--- config.mk ---
export PLATFORM = sky130hd
export DESIGN_NAME = morse_keyer
export DESIGN_NICKNAME = d
export VERILOG_FILES = /design/src/rtl/morse_pkg.sv /design/src/rtl/morse_tick_gen.sv /design/src/rtl/morse_sync.sv /design/src/rtl/morse_table.sv /design/src/rtl/morse_sequencer.sv /design/src/rtl/morse_keyer.sv
export SDC_FILE = /design/constraint.sdc
export NUM_CORES = 1
export LEC_CHECK = 0
export BUFFER_PORTS_ARGS = -buffer_cell sky130_fd_sc_hd__buf_2
export CAP_MARGIN = 10
export CORE_AREA = 4 4 111 113
export CTS_CLUSTER_DIAMETER = 50
export CTS_CLUSTER_SIZE = 16
export DETAILED_ROUTE_END_ITERATION = 8
export DIE_AREA = 0 0 115 117
export SLEW_MARGIN = 30
export SYNTH_ARGS = -nofsm -noshare
export SYNTH_HDL_FRONTEND = slang
export SYNTH_SLANG_ARGS = --single-unit
export TNS_END_PERCENT = 30
--- constraint.sdc ---
create_clock -name clk -period 5.3 [get_ports clk]
set_input_delay 0.265 -clock clk [delete_from_list [all_inputs] [get_ports clk]]
set_output_delay 0.265 -clock clk [all_outputs]
set_load 0.02 [all_outputs]
--- src/rtl/morse_pkg.sv ---
package morse_pkg;

  localparam int CODE_W        = 6;
  localparam int PAT_W         = 6;
  localparam int LEN_W         = 3;
  localparam int SPAN_W        = 7;
  localparam int NUM_SYMS      = 39;
  localparam int FIRST_DIGIT   = 27;
  localparam int FIRST_PUNCT   = 37;
  localparam int DOT_UNITS     = 1;
  localparam int DASH_UNITS    = 3;
  localparam int ELEM_GAP      = 1;
  localparam int CHAR_GAP      = 3;
  localparam int UCNT_W        = 2;

  typedef struct packed {
    logic              valid;
    logic [LEN_W-1:0]  len;
    logic [PAT_W-1:0]  pat;
    logic [SPAN_W-1:0] span;
  } sym_t;

  typedef enum logic [1:0] {
    ST_IDLE  = 2'd0,
    ST_MARK  = 2'd1,
    ST_SPACE = 2'd2,
    ST_GAP   = 2'd3
  } seq_st_t;

  // Units an element occupies: dash when the pattern bit is 1.
  function automatic logic [UCNT_W-1:0] elem_units(input logic dash);
    return dash ? UCNT_W'(DASH_UNITS) : UCNT_W'(DOT_UNITS);
  endfunction

  // Digits: leading dots then dashes for 0..5, leading dashes then dots for 6..9.
  function automatic logic [PAT_W-1:0] digit_pat(input int d);
    int v;
    if (d <= 5) v = (1 << (5 - d)) - 1;
    else        v = ((1 << (d - 5)) - 1) << (10 - d);
    return PAT_W'(v);
  endfunction

  // Body length: element units plus one gap between neighbours.
  function automatic logic [SPAN_W-1:0] body_span(input logic [LEN_W-1:0] len,
                                                  input logic [PAT_W-1:0] pat);
    int s;
    s = 0;
    for (int i = 0; i < PAT_W; i++) begin
      if (i < int'(len)) s += pat[i] ? DASH_UNITS : DOT_UNITS;
    end
    if (len != '0) s += (int'(len) - 1) * ELEM_GAP;
    return SPAN_W'(s);
  endfunction

  // Pattern is right aligned; element k of n is bit n-1-k.
  function automatic sym_t morse_lookup(input logic [CODE_W-1:0] c);
    sym_t e;
    e.valid = 1'b1;
    e.len   = '0;
    e.pat   = '0;
    if (int'(c) >= FIRST_DIGIT && int'(c) < FIRST_PUNCT) begin
      e.len = LEN_W'(5);
      e.pat = digit_pat(int'(c) - FIRST_DIGIT);
    end else begin
      case (c)
        6'd1:  begin e.len = 3'd2; e.pat = 6'b000001; end
        6'd2:  begin e.len = 3'd4; e.pat = 6'b001000; end
        6'd3:  begin e.len = 3'd4; e.pat = 6'b001010; end
        6'd4:  begin e.len = 3'd3; e.pat = 6'b000100; end
        6'd5:  begin e.len = 3'd1; e.pat = 6'b000000; end
        6'd6:  begin e.len = 3'd4; e.pat = 6'b000010; end
        6'd7:  begin e.len = 3'd3; e.pat = 6'b000110; end
        6'd8:  begin e.len = 3'd4; e.pat = 6'b000000; end
        6'd9:  begin e.len = 3'd2; e.pat = 6'b000000; end
        6'd10: begin e.len = 3'd4; e.pat = 6'b000111; end
        6'd11: begin e.len = 3'd3; e.pat = 6'b000101; end
        6'd12: begin e.len = 3'd4; e.pat = 6'b000100; end
        6'd13: begin e.len = 3'd2; e.pat = 6'b000011; end
        6'd14: begin e.len = 3'd2; e.pat = 6'b000010; end
        6'd15: begin e.len = 3'd3; e.pat = 6'b000111; end
        6'd16: begin e.len = 3'd4; e.pat = 6'b000110; end
        6'd17: begin e.len = 3'd4; e.pat = 6'b001101; end
        6'd18: begin e.len = 3'd3; e.pat = 6'b000010; end
        6'd19: begin e.len = 3'd3; e.pat = 6'b000000; end
        6'd20: begin e.len = 3'd1; e.pat = 6'b000001; end
        6'd21: begin e.len = 3'd3; e.pat = 6'b000001; end
        6'd22: begin e.len = 3'd4; e.pat = 6'b000001; end
        6'd23: begin e.len = 3'd3; e.pat = 6'b000011; end
        6'd24: begin e.len = 3'd4; e.pat = 6'b001001; end
        6'd25: begin e.len = 3'd4; e.pat = 6'b001011; end
        6'd26: begin e.len = 3'd4; e.pat = 6'b001100; end
        6'd37: begin e.len = 3'd6; e.pat = 6'b010101; end
        6'd38: begin e.len = 3'd6; e.pat = 6'b110011; end
        6'd39: begin e.len = 3'd6; e.pat = 6'b001100; end
        default: e.valid = 1'b0;
      endcase
    end
    e.span = body_span(e.len, e.pat);
    return e;
  endfunction

endpackage

--- src/rtl/morse_tick_gen.sv ---
module morse_tick_gen #(
  parameter int DIV = 10_000_000
) (
  input  logic clk,
  input  logic rst,
  output logic tick
);
  localparam int W = (DIV > 2) ? $clog2(DIV) : 1;
  localparam logic [W-1:0] LAST = W'(DIV - 1);

  logic [W-1:0] cnt_q;

  always_ff @(posedge clk) begin
    if (rst || cnt_q == LAST) cnt_q <= '0;
    else                      cnt_q <= cnt_q + 1'b1;
  end

  assign tick = (cnt_q == LAST);
endmodule

--- src/rtl/morse_sync.sv ---
module morse_sync #(
  parameter int W      = 6,
  parameter int STAGES = 2
) (
  input  logic         clk,
  input  logic         rst,
  input  logic [W-1:0] d,
  output logic [W-1:0] q
);
  logic [W-1:0] stage_q [STAGES];

  generate
    for (genvar s = 0; s < STAGES; s++) begin : g_stage
      if (s == 0) begin : g_first
        always_ff @(posedge clk) begin
          if (rst) stage_q[s] <= '0;
          else     stage_q[s] <= d;
        end
      end else begin : g_next
        always_ff @(posedge clk) begin
          if (rst) stage_q[s] <= '0;
          else     stage_q[s] <= stage_q[s-1];
        end
      end
    end
  endgenerate

  assign q = stage_q[STAGES-1];
endmodule

--- src/rtl/morse_table.sv ---
module morse_table
  import morse_pkg::*;
(
  input  logic [CODE_W-1:0] code,
  output sym_t              sym
);
  always_comb sym = morse_lookup(code);
endmodule

--- src/rtl/morse_sequencer.sv ---
module morse_sequencer
  import morse_pkg::*;
(
  input  logic              clk,
  input  logic              rst,
  input  logic              tick,
  input  logic [CODE_W-1:0] code,
  input  sym_t              sym,
  output logic              lamp,
  output logic              busy,
  output logic              abort,
  output logic              char_start,
  output logic              char_done
);
  seq_st_t             st_q;
  logic [UCNT_W-1:0]   units_q;
  logic [LEN_W-1:0]    idx_q;
  logic [CODE_W-1:0]   cur_q;
  logic                unit_end;
  logic [LEN_W-1:0]    first_idx;

  assign first_idx  = sym.len - 1'b1;
  assign unit_end   = tick && (units_q == UCNT_W'(1));
  assign abort      = sym.valid && (code != cur_q) &&
                      (st_q == ST_MARK || st_q == ST_SPACE);
  assign char_start = sym.valid && tick &&
                      (st_q == ST_IDLE || (st_q == ST_GAP && units_q == UCNT_W'(1)));
  assign char_done  = sym.valid && !abort && st_q == ST_MARK &&
                      unit_end && idx_q == '0;

  always_ff @(posedge clk) begin
    if (rst) begin
      st_q    <= ST_IDLE;
      units_q <= '0;
      idx_q   <= '0;
      cur_q   <= '0;
    end else if (!sym.valid) begin
      st_q    <= ST_IDLE;
      units_q <= '0;
    end else if (char_start) begin
      st_q    <= ST_MARK;
      cur_q   <= code;
      idx_q   <= first_idx;
      units_q <= elem_units(sym.pat[first_idx]);
    end else if (abort) begin
      st_q    <= ST_GAP;
      units_q <= UCNT_W'(CHAR_GAP);
    end else begin
      unique case (st_q)
        ST_MARK: begin
          if (char_done) begin
            st_q    <= ST_GAP;
            units_q <= UCNT_W'(CHAR_GAP);
          end else if (unit_end) begin
            st_q    <= ST_SPACE;
            units_q <= UCNT_W'(ELEM_GAP);
            idx_q   <= idx_q - 1'b1;
          end else if (tick) begin
            units_q <= units_q - 1'b1;
          end
        end
        ST_SPACE: begin
          if (unit_end) begin
            st_q    <= ST_MARK;
            units_q <= elem_units(sym.pat[idx_q]);
          end else if (tick) begin
            units_q <= units_q - 1'b1;
          end
        end
        ST_GAP: begin
          if (tick) units_q <= units_q - 1'b1;
        end
        default: ;
      endcase
    end
  end

  assign lamp = (st_q == ST_MARK);
  assign busy = (st_q != ST_IDLE);
endmodule

--- src/rtl/morse_keyer.sv ---
module morse_keyer
  import morse_pkg::*;
#(
  parameter int TICK_DIV    = 10_000_000,
  parameter int SYNC_STAGES = 2
) (
  input  logic              clk,
  input  logic              rst,
  input  logic [CODE_W-1:0] code_in,
  output logic              lamp,
  output logic              busy,
  output logic              err
);
  logic              tick_w;
  logic [CODE_W-1:0] code_s;
  sym_t              sym_w;
  logic              abort_w;
  logic              start_w;
  logic              done_w;
  logic [SPAN_W-1:0] span_w;

  morse_tick_gen #(.DIV(TICK_DIV)) u_tick (
    .clk (clk),
    .rst (rst),
    .tick(tick_w)
  );

  morse_sync #(.W(CODE_W), .STAGES(SYNC_STAGES)) u_sync (
    .clk(clk),
    .rst(rst),
    .d  (code_in),
    .q  (code_s)
  );

  morse_table u_table (
    .code(code_s),
    .sym (sym_w)
  );

  morse_sequencer u_seq (
    .clk       (clk),
    .rst       (rst),
    .tick      (tick_w),
    .code      (code_s),
    .sym       (sym_w),
    .lamp      (lamp),
    .busy      (busy),
    .abort     (abort_w),
    .char_start(start_w),
    .char_done (done_w)
  );

  assign span_w = sym_w.span;
  assign err    = !sym_w.valid;
endmodule

==> flow_metrics.env, run 1 <==
export IMPL_outcome="complete, no violations"
export IMPL_vias=4915
export IMPL_grt_overflow_total=0
export IMPL_hold_ws_ns=0.181
export IMPL_synth_compound_area_share_pct=24.6
export IMPL_drv_cap=0
export IMPL_finalSetupViolCount=0
export IMPL_worstRegToRegCells=22
export IMPL_grt_pass1_vias=4573
export IMPL_maxSlewHeadroom_pct=56.0
export IMPL_critPathLaunch="u_sync.stage_q[1][1]"
export IMPL_cts_tree="done"
export IMPL_cellPowerDensity_mw_per_mm2=173
export IMPL_dieArea_mm2=0.0135
export IMPL_postLayoutCellArea_mm2=0.00536
export IMPL_rsz0062_at_grt="no"
export IMPL_synth_top_family_by_area="simple AND/OR/NAND/NOR gates"
export IMPL_hold_end="u_sync.stage_q[0][2]"
export IMPL_synth_xor_area_share_pct=7.01
export IMPL_min_period_ns=4.87
export IMPL_cts_buffer_depth=2
export IMPL_fmax_mhz=205
export IMPL_synth_area_per_cell_um2=7.61
export IMPL_drc_errors=0
export IMPL_final_setup_tns_ns=0
export IMPL_drive_gt1_share_pct=10.4
export IMPL_finalCritPeriodShare_pct=92.0
export IMPL_root_buffer="clkbuf_16"
export IMPL_antennaDiodeCount=0
export IMPL_rr_startpoint="u_sync.stage_q[1][1]"
export IMPL_critPathRequiredTime_ns=5.51
export IMPL_cp_start_kind="flop"
export IMPL_ant_nets=0
export IMPL_hold_path_depth=2
export IMPL_place_gp_congestion=0.915
export IMPL_start_util_pct=44.0
export IMPL_die_y_um=117
export IMPL_tightest_slew_ns=0.654
export IMPL_async_flop_share_pct=0
export IMPL_post_drt_wl_per_cell_um=16.7
export IMPL_irDropWorstVdd_mv=0.172
export IMPL_p_leak_nw=1.85
export IMPL_ys_ff_latch=49
export IMPL_clock_latency_ns=0.30
export IMPL_vias_per_cell=6.17
export IMPL_area_growth_pct=7.77
export IMPL_drtIter0Drc=343
export IMPL_r2r_slack_ns=0.43
export IMPL_ys_seq_area_share_pct=19.7
export IMPL_wl_um=13300
export IMPL_cp_max_fo=8
export IMPL_port_buffers=10
export IMPL_grt_first_pass_wirelength_um=22400
export IMPL_hold_path_class="primary input to flop"
export IMPL_first_pass_iters=5
export IMPL_total_power_uw=928
export IMPL_ys_types=87
export IMPL_finalNetCount=707
export IMPL_slew_viol_final=0
export IMPL_min_from="code_in[2]"
export IMPL_grt_start_max_net_pins=33
export IMPL_track_usage_pct=20.1
export IMPL_worstPathArrival_ns=5.08
export IMPL_finalHoldViolations=0
export IMPL_skew_ns=0.00852
export IMPL_synth_cells=654
export IMPL_synthAdderAreaFrac_pct=11.6
export IMPL_synth_area_mm2=0.00498
export IMPL_rows=39
export IMPL_reg2reg_to="u_seq.units_q[1]"
export IMPL_chipWidth_um=115
export IMPL_synth_flop_cell="dfxtp_1"
export IMPL_numCtsBuffers=5
export IMPL_ctsHoldBuffers=0
export IMPL_syn_nets=708
export IMPL_dp_cells=787
export IMPL_path_class="flop to flop"
export IMPL_dp_hpwl_um=10000
export IMPL_core_area_mm2=0.0113
export IMPL_cts_max_level=2
export IMPL_synth_simple_area_share_pct=29.2
export IMPL_clock_sinks=49
export IMPL_antenna_found_initial=0
export IMPL_synth_edf_count=0
export IMPL_cp_end_kind="flop"
export IMPL_ios=11
export IMPL_stdcell_count=797
export IMPL_clkTransAtPathRegs_ns=0.07
export IMPL_dpl_cell_area_mm2=0.00517
export IMPL_synth_warning_count=0
export IMPL_synth_area_mux_share_pct=2.54
-- report_power, final --
group	switching, mW	internal (mW)	total, mW
sequential	0.00746	0.374	0.382
combinational	0.143	0.0904	0.233
clock	0.138	0.176	0.314
-- logic make-up after synthesis --
kind of cell,Yosys count
and+or+nand+nor,279
AOI/OAI and AO/OA,166
buffers and inverters,63
DFF,49
adders and majority gates,46
xor gates and xnor gates,39
muxes,12
-- through the flow --
step,util (%),worst slack (ns)
floorplan,-,0.0393
finish,47.4,0.427
CTS,46.9,0.309
detailed placement,45.7,0.325
global placement,45.7,0.474
global route,47.4,0.00901
-- how the worst max path moves through the flow --
| stage | end | depth (start not counted) |
|---|---|---|
| 2_1_floorplan | u_seq.units_q[1] | 24 |
| 3_3_place_gp | u_seq.units_q[1] | 19 |
| 3_5_place_dp | u_seq.units_q[1] | 21 |
| 4_1_cts | u_seq.units_q[1] | 21 |
| 5_1_grt | u_seq.units_q[1] | 22 |
| 6_report | u_seq.units_q[1] | 22 |
-- synthesized netlist by cell type, types with 4 or more instances --
cell | n | area [µm²]
or4_1 | 6 | 45.0
nand4_1 | 14 | 87.6
or2_2 | 5 | 31.3
o2111ai_1 | 7 | 61.3
mux2i_1 | 7 | 70.1
nor3b_1 | 5 | 37.5
nand3_1 | 34 | 170
nor3_1 | 14 | 70.1
nor2_1 | 68 | 255
o31ai_1 | 4 | 30.0
and3_1 | 5 | 31.3
o211ai_1 | 7 | 52.6
nor4_1 | 7 | 43.8
a211oi_1 | 7 | 52.6
xor2_1 | 18 | 158
xnor2_1 | 20 | 175
o22ai_1 | 5 | 31.3
o21ai_0 | 29 | 145
ha_1 | 46 | 576
a32oi_1 | 5 | 43.8
a21oi_1 | 24 | 120
o21a_1 | 7 | 52.6
nor2b_1 | 21 | 131
buf_2 | 14 | 70.1
a211o_1 | 5 | 43.8
a31oi_1 | 9 | 56.3
a311oi_1 | 5 | 43.8
or3_1 | 4 | 25.0
nand2b_1 | 17 | 106
inv_1 | 23 | 86.3
dfxtp_1 | 49 | 981
nand2_1 | 57 | 214
clkbuf_1 | 20 | 75.1
-- state kept, by name, summed over array words and instances, names as in the netlist --
name / count
u_seq.idx_q: 3
u_seq.units_q: 2
u_seq.cur_q: 6
u_seq.st_q: 2
u_tick.cnt_q: 24
u_sync.stage_q: 12
-- worst max-delay path, stage by stage (launching register included) --
cell and delay, ns:
dfxtp_1 0.35, inv_1 0.10, ha_1 0.33, clkinv_2 0.07
ha_1 0.23, nor2b_1 0.16, nor2_2 0.25, nand2_1 0.09
ha_1 0.27, nor4_1 0.29, nand2_1 0.10, nor4_1 0.18
buf_4 0.16, o21ai_1 0.17, nand2b_1 0.23, ha_1 0.36
nand2_1 0.09, a21oi_1 0.06, a311oi_1 0.28, a32oi_1 0.18
o22a_1 0.23, o311a_1 0.32, nor4_2 0.26
-- timing repair --
| item | CTS | global route |
|---|---|---|
| hold endpoints to repair | 0 | 0 |
| setup endpoints to repair | 0 | 1 |
| resized for setup | 0 | 9 |
| setup buffers | 0 | 2 |
-- layer usage --
metal  GRT usage (%)  wire length [µm]  vias to the layer above
li1                -                 -                     2410
met1            26.7              6030                     2322
met2            34.3              6330                      156
met3            1.90               610                       27
met4            6.81               310                        0
met5               0                 0                        -
-- cell usage in the layout, fill, tap and decap left out, types with 9 or more instances in the layout --
cell type,instances
a21oi_1,24
a31oi_1,9
buf_2,10
buf_4,20
dfxtp_1,47
ha_1,45
inv_1,22
nand2_1,56
nand2b_1,17
nand3_1,34
nand4_1,14
nor2_1,66
nor2b_1,21
nor3_1,14
o21ai_0,29
xnor2_1,20
xor2_1,18
-- final cells by class --
type	instances	area (µm²)
clock buffer	6	129
timing repair buffer	30	200
inverter	25	98.8
tap	143	179
multi-input combinational	542	3760
sequential	49	983
fill	1150	5960
clock inverter	2	13.8
Power figures use the tool's default switching activity.
==> run 2: changes to the inputs <==
--- a/config.mk
+++ b/config.mk
@@ -7,11 +7,11 @@
 export LEC_CHECK = 0
 export BUFFER_PORTS_ARGS = -buffer_cell sky130_fd_sc_hd__buf_2
 export CAP_MARGIN = 10
-export CORE_AREA = 4 4 111 113
+export CORE_AREA = 4 4 85 147
 export CTS_CLUSTER_DIAMETER = 50
 export CTS_CLUSTER_SIZE = 16
 export DETAILED_ROUTE_END_ITERATION = 8
-export DIE_AREA = 0 0 115 117
+export DIE_AREA = 0 0 89 151
 export SLEW_MARGIN = 30
 export SYNTH_ARGS = -nofsm -noshare
 export SYNTH_HDL_FRONTEND = slang
==> flow_metrics.env, run 2 (synthesis gave the netlist of run 1 again) <==
export IMPL_outcome="complete, no violations"
export IMPL_largest_reg_flops=24
export IMPL_finalCritPeriodShare_pct=93.4
export IMPL_drive_gt1_share_pct=10.7
export IMPL_cts_max_level=2
export IMPL_vias=4976
export IMPL_place_gp_congestion=0.871
export IMPL_rows=52
export IMPL_cellPowerDensity_mw_per_mm2=177
export IMPL_clock_latency_ns=0.29
export IMPL_antenna_found_initial=0
export IMPL_ios=11
export IMPL_root_buffer="clkbuf_16"
export IMPL_critPathRequiredTime_ns=5.51
export IMPL_track_usage_pct=21.6
export IMPL_dp_hpwl_um=11000
export IMPL_skew_ns=0.00525
export IMPL_crit_chain="inv_1, ha_1, buf_4, ha_1, nor2_2, nand2_1, ha_1, nor4_1, nand2_1, nor4_1, buf_4, o21ai_1, nand2b_1, ha_1, nand2_1, a21oi_1, a311oi_1, a32oi_1, o22a_1, o311a_1, nor4_2"
export IMPL_total_power_uw=947
export IMPL_antennaDiodeCount=0
export IMPL_wl_um=14000
export IMPL_grt_start_max_net_pins=45
export IMPL_cts_tree="done"
export IMPL_drv_cap=0
export IMPL_start_util_pct=43.7
export IMPL_vias_per_cell=6.30
export IMPL_mostFrequentLayoutCells="nor2_1, nand2_1, dfxtp_1, ha_1, nand3_1"
export IMPL_die_y_um=151
export IMPL_finalHoldViolations=0
export IMPL_top_register="u_tick.cnt_q"
export IMPL_grt_overflow_total=0
export IMPL_chipWidth_um=89
export IMPL_first_pass_iters=5
export IMPL_maxSlewHeadroom_pct=52.2
export IMPL_irDropWorstVdd_mv=0.214
export IMPL_slew_viol_final=0
export IMPL_clkTransAtPathRegs_ns=0.07
export IMPL_finalNetCount=708
export IMPL_min_period_ns=4.95
export IMPL_worstPathArrival_ns=5.16
export IMPL_cts_setup_buffers=0
export IMPL_ant_nets=0
export IMPL_numCtsBuffers=5
export IMPL_post_route_util_pct=47.1
export IMPL_tightest_slew_ns=0.717
export IMPL_slowest_delay_ns=0.42
export IMPL_dieArea_mm2=0.0134
export IMPL_rsz0062_at_grt="no"
export IMPL_crit_top_cell="ha_1"
export IMPL_grt_pass1_vias=4916
export IMPL_cp_start_kind="flop"
export IMPL_final_common_cell="nor2_1"
export IMPL_drc_errors=0
export IMPL_path_class="flop to flop"
export IMPL_p_leak_nw=1.87
export IMPL_drtIter0Drc=306
export IMPL_crit_slowest_cell="dfxtp_1"
export IMPL_largest_registers="u_tick.cnt_q (24), u_sync.stage_q (12), u_seq.cur_q (6)"
export IMPL_core_area_mm2=0.0114
export IMPL_port_buffers=10
export IMPL_cp_max_fo=13
export IMPL_stdcell_count=790
export IMPL_area_growth_pct=7.79
export IMPL_hold_path_class="primary input to flop"
export IMPL_fmax_mhz=202
export IMPL_dp_cells=782
export IMPL_hold_ws_ns=0.180
export IMPL_cts_buffer_depth=2
export IMPL_finalSetupViolCount=0
export IMPL_cp_end_kind="flop"
export IMPL_final_setup_tns_ns=0
export IMPL_grt_first_pass_wirelength_um=23100
export IMPL_post_drt_wl_per_cell_um=17.8
export IMPL_clock_sinks=49
==> run 2: cell types whose count changed in the layout (fill, tap and decap cells not counted), sizes merged <==
cell / before / now
clkbuf: 6 / 5
clkinvlp: 1 / 0
inv: 24 / 26
buf: 30 / 31
==> run 2: routing by layer <==
metal	routed length (µm)	track usage (%)	share of wire [%]	up-vias
met5	0	0	0	-
met4	905	14.2	6.4	0
met3	339	1.96	2.4	53
met2	7780	41.0	55	133
met1	5020	21.2	36	2377
li1	-	-	-	2413
==> run 2: report_power, final <==
group          leakage [nW]  internal [mW]  total, mW  switching [mW]
sequential            0.399          0.374      0.382         0.00795
clock                0.0763          0.181      0.330           0.149
combinational          1.40         0.0903      0.235           0.145
total                  1.87          0.645      0.947           0.302
==> run 2: final timing paths <==
kind                        start                   end  slack (ns)  depth (start not counted)
min reg2reg  u_sync.stage_q[0][3]  u_sync.stage_q[1][3]        0.44                          1
max          u_sync.stage_q[1][0]      u_seq.units_q[1]        0.35                         21
min                    code_in[4]  u_sync.stage_q[0][4]        0.18                          2
max reg2reg  u_sync.stage_q[1][0]      u_seq.units_q[1]        0.35                         21
==> run 2: critical path, delay by kind of cell (launching register included) <==
kind,cells,cell delay (ns)
adders and majority gates,4,1.20
buffers and inverters,3,0.48
and+or+nand+nor,8,1.50
DFF,1,0.42
AOI/OAI and AO/OA,6,1.27
==> run 2: timing repair <==
action                                  in CTS  in global routing
hold buffers                                 0                  0
resized for setup                            0                  8
endpoints found under the setup margin       0                  1
==> run 2: layout make-up <==
cell class	instances	area, µm²
fill	1160	6020
multi-input combinational	542	3760
sequential	49	983
timing repair buffer	31	208
tap	135	169
clock buffer	5	125
inverter	25	95.1
clock inverter	3	28.8
==> run 2: metrics by stage <==
stage / area [µm²] / setup WS, ns
3_5_place_dp: 5180 / 0.116
3_3_place_gp: 5180 / 0.235
6_report: 5370 / 0.349
4_1_cts: 5340 / 0.0963
2_1_floorplan: 4980 / 0.0393
5_1_grt: 5370 / 0.0316
==> run 3: changes to the inputs <==
--- a/config.mk
+++ b/config.mk
@@ -7,13 +7,13 @@
 export LEC_CHECK = 0
 export BUFFER_PORTS_ARGS = -buffer_cell sky130_fd_sc_hd__buf_2
 export CAP_MARGIN = 10
-export CORE_AREA = 4 4 85 147
+export CORE_AREA = 4 4 89 154
 export CTS_CLUSTER_DIAMETER = 50
 export CTS_CLUSTER_SIZE = 16
 export DETAILED_ROUTE_END_ITERATION = 8
-export DIE_AREA = 0 0 89 151
+export DIE_AREA = 0 0 93 158
 export SLEW_MARGIN = 30
 export SYNTH_ARGS = -nofsm -noshare
 export SYNTH_HDL_FRONTEND = slang
+export SYNTH_HIERARCHICAL = 1
 export SYNTH_SLANG_ARGS = --single-unit
-export TNS_END_PERCENT = 30
==> flow_metrics.env, run 3 <==
export IMPL_rows=54
export IMPL_maxSlewHeadroom_pct=39.6
export IMPL_finalSetupViolCount=0
export IMPL_grt_overflow_total=0
export IMPL_top_register="u_tick/cnt_q"
export IMPL_irDropWorstVdd_mv=0.273
export IMPL_final_setup_tns_ns=0
export IMPL_post_route_util_pct=38.5
export IMPL_dp_hpwl_um=8900
export IMPL_slew_viol_final=0
export IMPL_dpl_cell_area_mm2=0.00460
export IMPL_crit_chain="inv_1, ha_1, buf_4, ha_1, nor2_1, nand2_1, o211ai_1, xnor2_1, nor4_2, nand2_1, ha_1, nor3_1, a211oi_1, or3_1, mux4_2, nor2b_1, o31ai_1, o21ai_1, o21ai_0, a21oi_1"
export IMPL_grt_pass1_vias=4082
export IMPL_hold_path_class="primary input to flop"
export IMPL_cellPowerDensity_mw_per_mm2=196
export IMPL_skew_ns=0.00689
export IMPL_crit_top_cell="ha_1"
export IMPL_rsz0062_at_grt="no"
export IMPL_p_leak_nw=1.69
export IMPL_grt_busiest_layer="met2"
export IMPL_antennaDiodeCount=0
export IMPL_start_util_pct=36.1
export IMPL_ctsHoldBuffers=0
export IMPL_finalCritPeriodShare_pct=89.7
export IMPL_antenna_found_initial=0
export IMPL_chipWidth_um=93
export IMPL_min_period_ns=4.76
export IMPL_synth_area_per_cell_um2=7.99
export IMPL_place_gp_congestion=0.914
export IMPL_drc_errors=0
export IMPL_ant_nets=0
export IMPL_numCtsBuffers=5
export IMPL_postLayoutCellArea_mm2=0.00479
export IMPL_drive_gt1_share_pct=14.9
export IMPL_cp_start_kind="flop"
export IMPL_final_common_cell="dfxtp_1"
export IMPL_largest_registers="u_tick/cnt_q (24), u_sync/stage_q (12), u_seq/cur_q (6)"
export IMPL_first_pass_iters=6
export IMPL_crit_slowest_cell="dfxtp_1"
export IMPL_syn_nets=593
export IMPL_path_class="flop to flop"
export IMPL_vias=4136
export IMPL_grtUsageMet1_pct=16.5
export IMPL_clock_latency_ns=0.29
export IMPL_tightest_slew_ns=0.906
export IMPL_fmax_mhz=210
export IMPL_cp_end_kind="flop"
export IMPL_ios=11
export IMPL_grt_start_max_net_pins=26
export IMPL_crit_family="simple AND/OR/NAND/NOR gates"
export IMPL_grtUsageMet2_pct=31.2
export IMPL_port_buffers=10
export IMPL_finalHoldViolations=0
export IMPL_dieArea_mm2=0.0147
export IMPL_worstPathArrival_ns=4.93
export IMPL_synth_cells=562
export IMPL_crit_buf_inv=2
export IMPL_cts_tree="done"
export IMPL_cts_resized=0
export IMPL_post_drt_wl_per_cell_um=16.3
export IMPL_cts_max_level=2
export IMPL_grt_first_pass_wirelength_um=19500
export IMPL_slowest_delay_ns=0.54
export IMPL_clock_sinks=49
export IMPL_cp_max_fo=13
export IMPL_root_buffer="clkbuf_16"
export IMPL_synth_warning_count=6
export IMPL_synth_area_mm2=0.00449
export IMPL_core_area_mm2=0.0124
export IMPL_vias_per_cell=5.71
export IMPL_finalNetCount=586
export IMPL_track_usage_pct=16.4
export IMPL_die_y_um=158
export IMPL_fillers=1313
export IMPL_drv_cap=0
export IMPL_cts_setup_buffers=0
export IMPL_wl_um=11800
export IMPL_cts_buffer_depth=2
export IMPL_clkTransAtPathRegs_ns=0.07
export IMPL_outcome="complete, no violations"
export IMPL_drtIter0Drc=385
export IMPL_met3_usage_pct=1.62
export IMPL_critPathRequiredTime_ns=5.48
export IMPL_mostFrequentLayoutCells="dfxtp_1, nor2_1, nand2_1, a21oi_1"
export IMPL_area_growth_pct=6.60
export IMPL_largest_reg_flops=24
==> run 3: worst paths after layout <==
check / start / to / slack [ns] / depth (start not counted)
hold reg to reg: u_sync/stage_q[0][4] / u_sync/stage_q[1][4] / 0.44 / 1
hold / removal: code_in[0] / u_sync/stage_q[0][0] / 0.19 / 2
setup reg to reg: u_sync/stage_q[1][0] / u_seq/units_q[1] / 0.54 / 20
setup / recovery: u_sync/stage_q[1][0] / u_seq/units_q[1] / 0.54 / 20
==> run 3: layout make-up <==
cell class / count / area (µm²) / share of cell area (%)
Timing Repair Buffer: 20 / 125 / 2.61
Inverter: 29 / 109 / 2.27
Sequential cell: 49 / 982 / 20.5
Multi-Input combinational cell: 450 / 3180 / 66.5
Tap cell: 168 / 210 / 4.39
Clock inverter: 2 / 37.5 / 0.784
Clock buffer: 6 / 139 / 2.90
==> run 3: worst register-to-register path: cells and delay by family, from the launching register on <==
kind | cells | cell delay [ns]
compound gates | 6 | 0.81
buf+inv | 2 | 0.43
xor+xnor | 1 | 0.21
simple gates | 7 | 1.31
mux | 1 | 0.48
fa+ha+maj | 3 | 0.87
flops | 1 | 0.54
==> run 3: stage by stage <==
step	hold WS, ns	total power [mW]	setup WS (ns)	cells
after CTS	0.178	0.949	0.476	724
after global routing	0.177	0.986	0.0454	724
after detailed placement	0.430	0.571	0.510	716
after floorplan	0.337	0.532	0.229	562
final	0.187	0.940	0.544	724
after global placement	0.416	0.568	0.566	716
==> run 3: power by group <==
part / switching (mW) / internal, mW / leakage, nW
combinational: 0.112 / 0.0693 / 1.21
clock: 0.140 / 0.236 / 0.0831
sequential: 0.00906 / 0.374 / 0.398
total: 0.261 / 0.679 / 1.69
==> run 3: per-layer routing <==
metal | routed length, µm | share of wire, %
met1 | 4530 | 38
met2 | 6340 | 54
met3 | 258 | 2.2
met4 | 697 | 5.9
met5 | 0 | 0
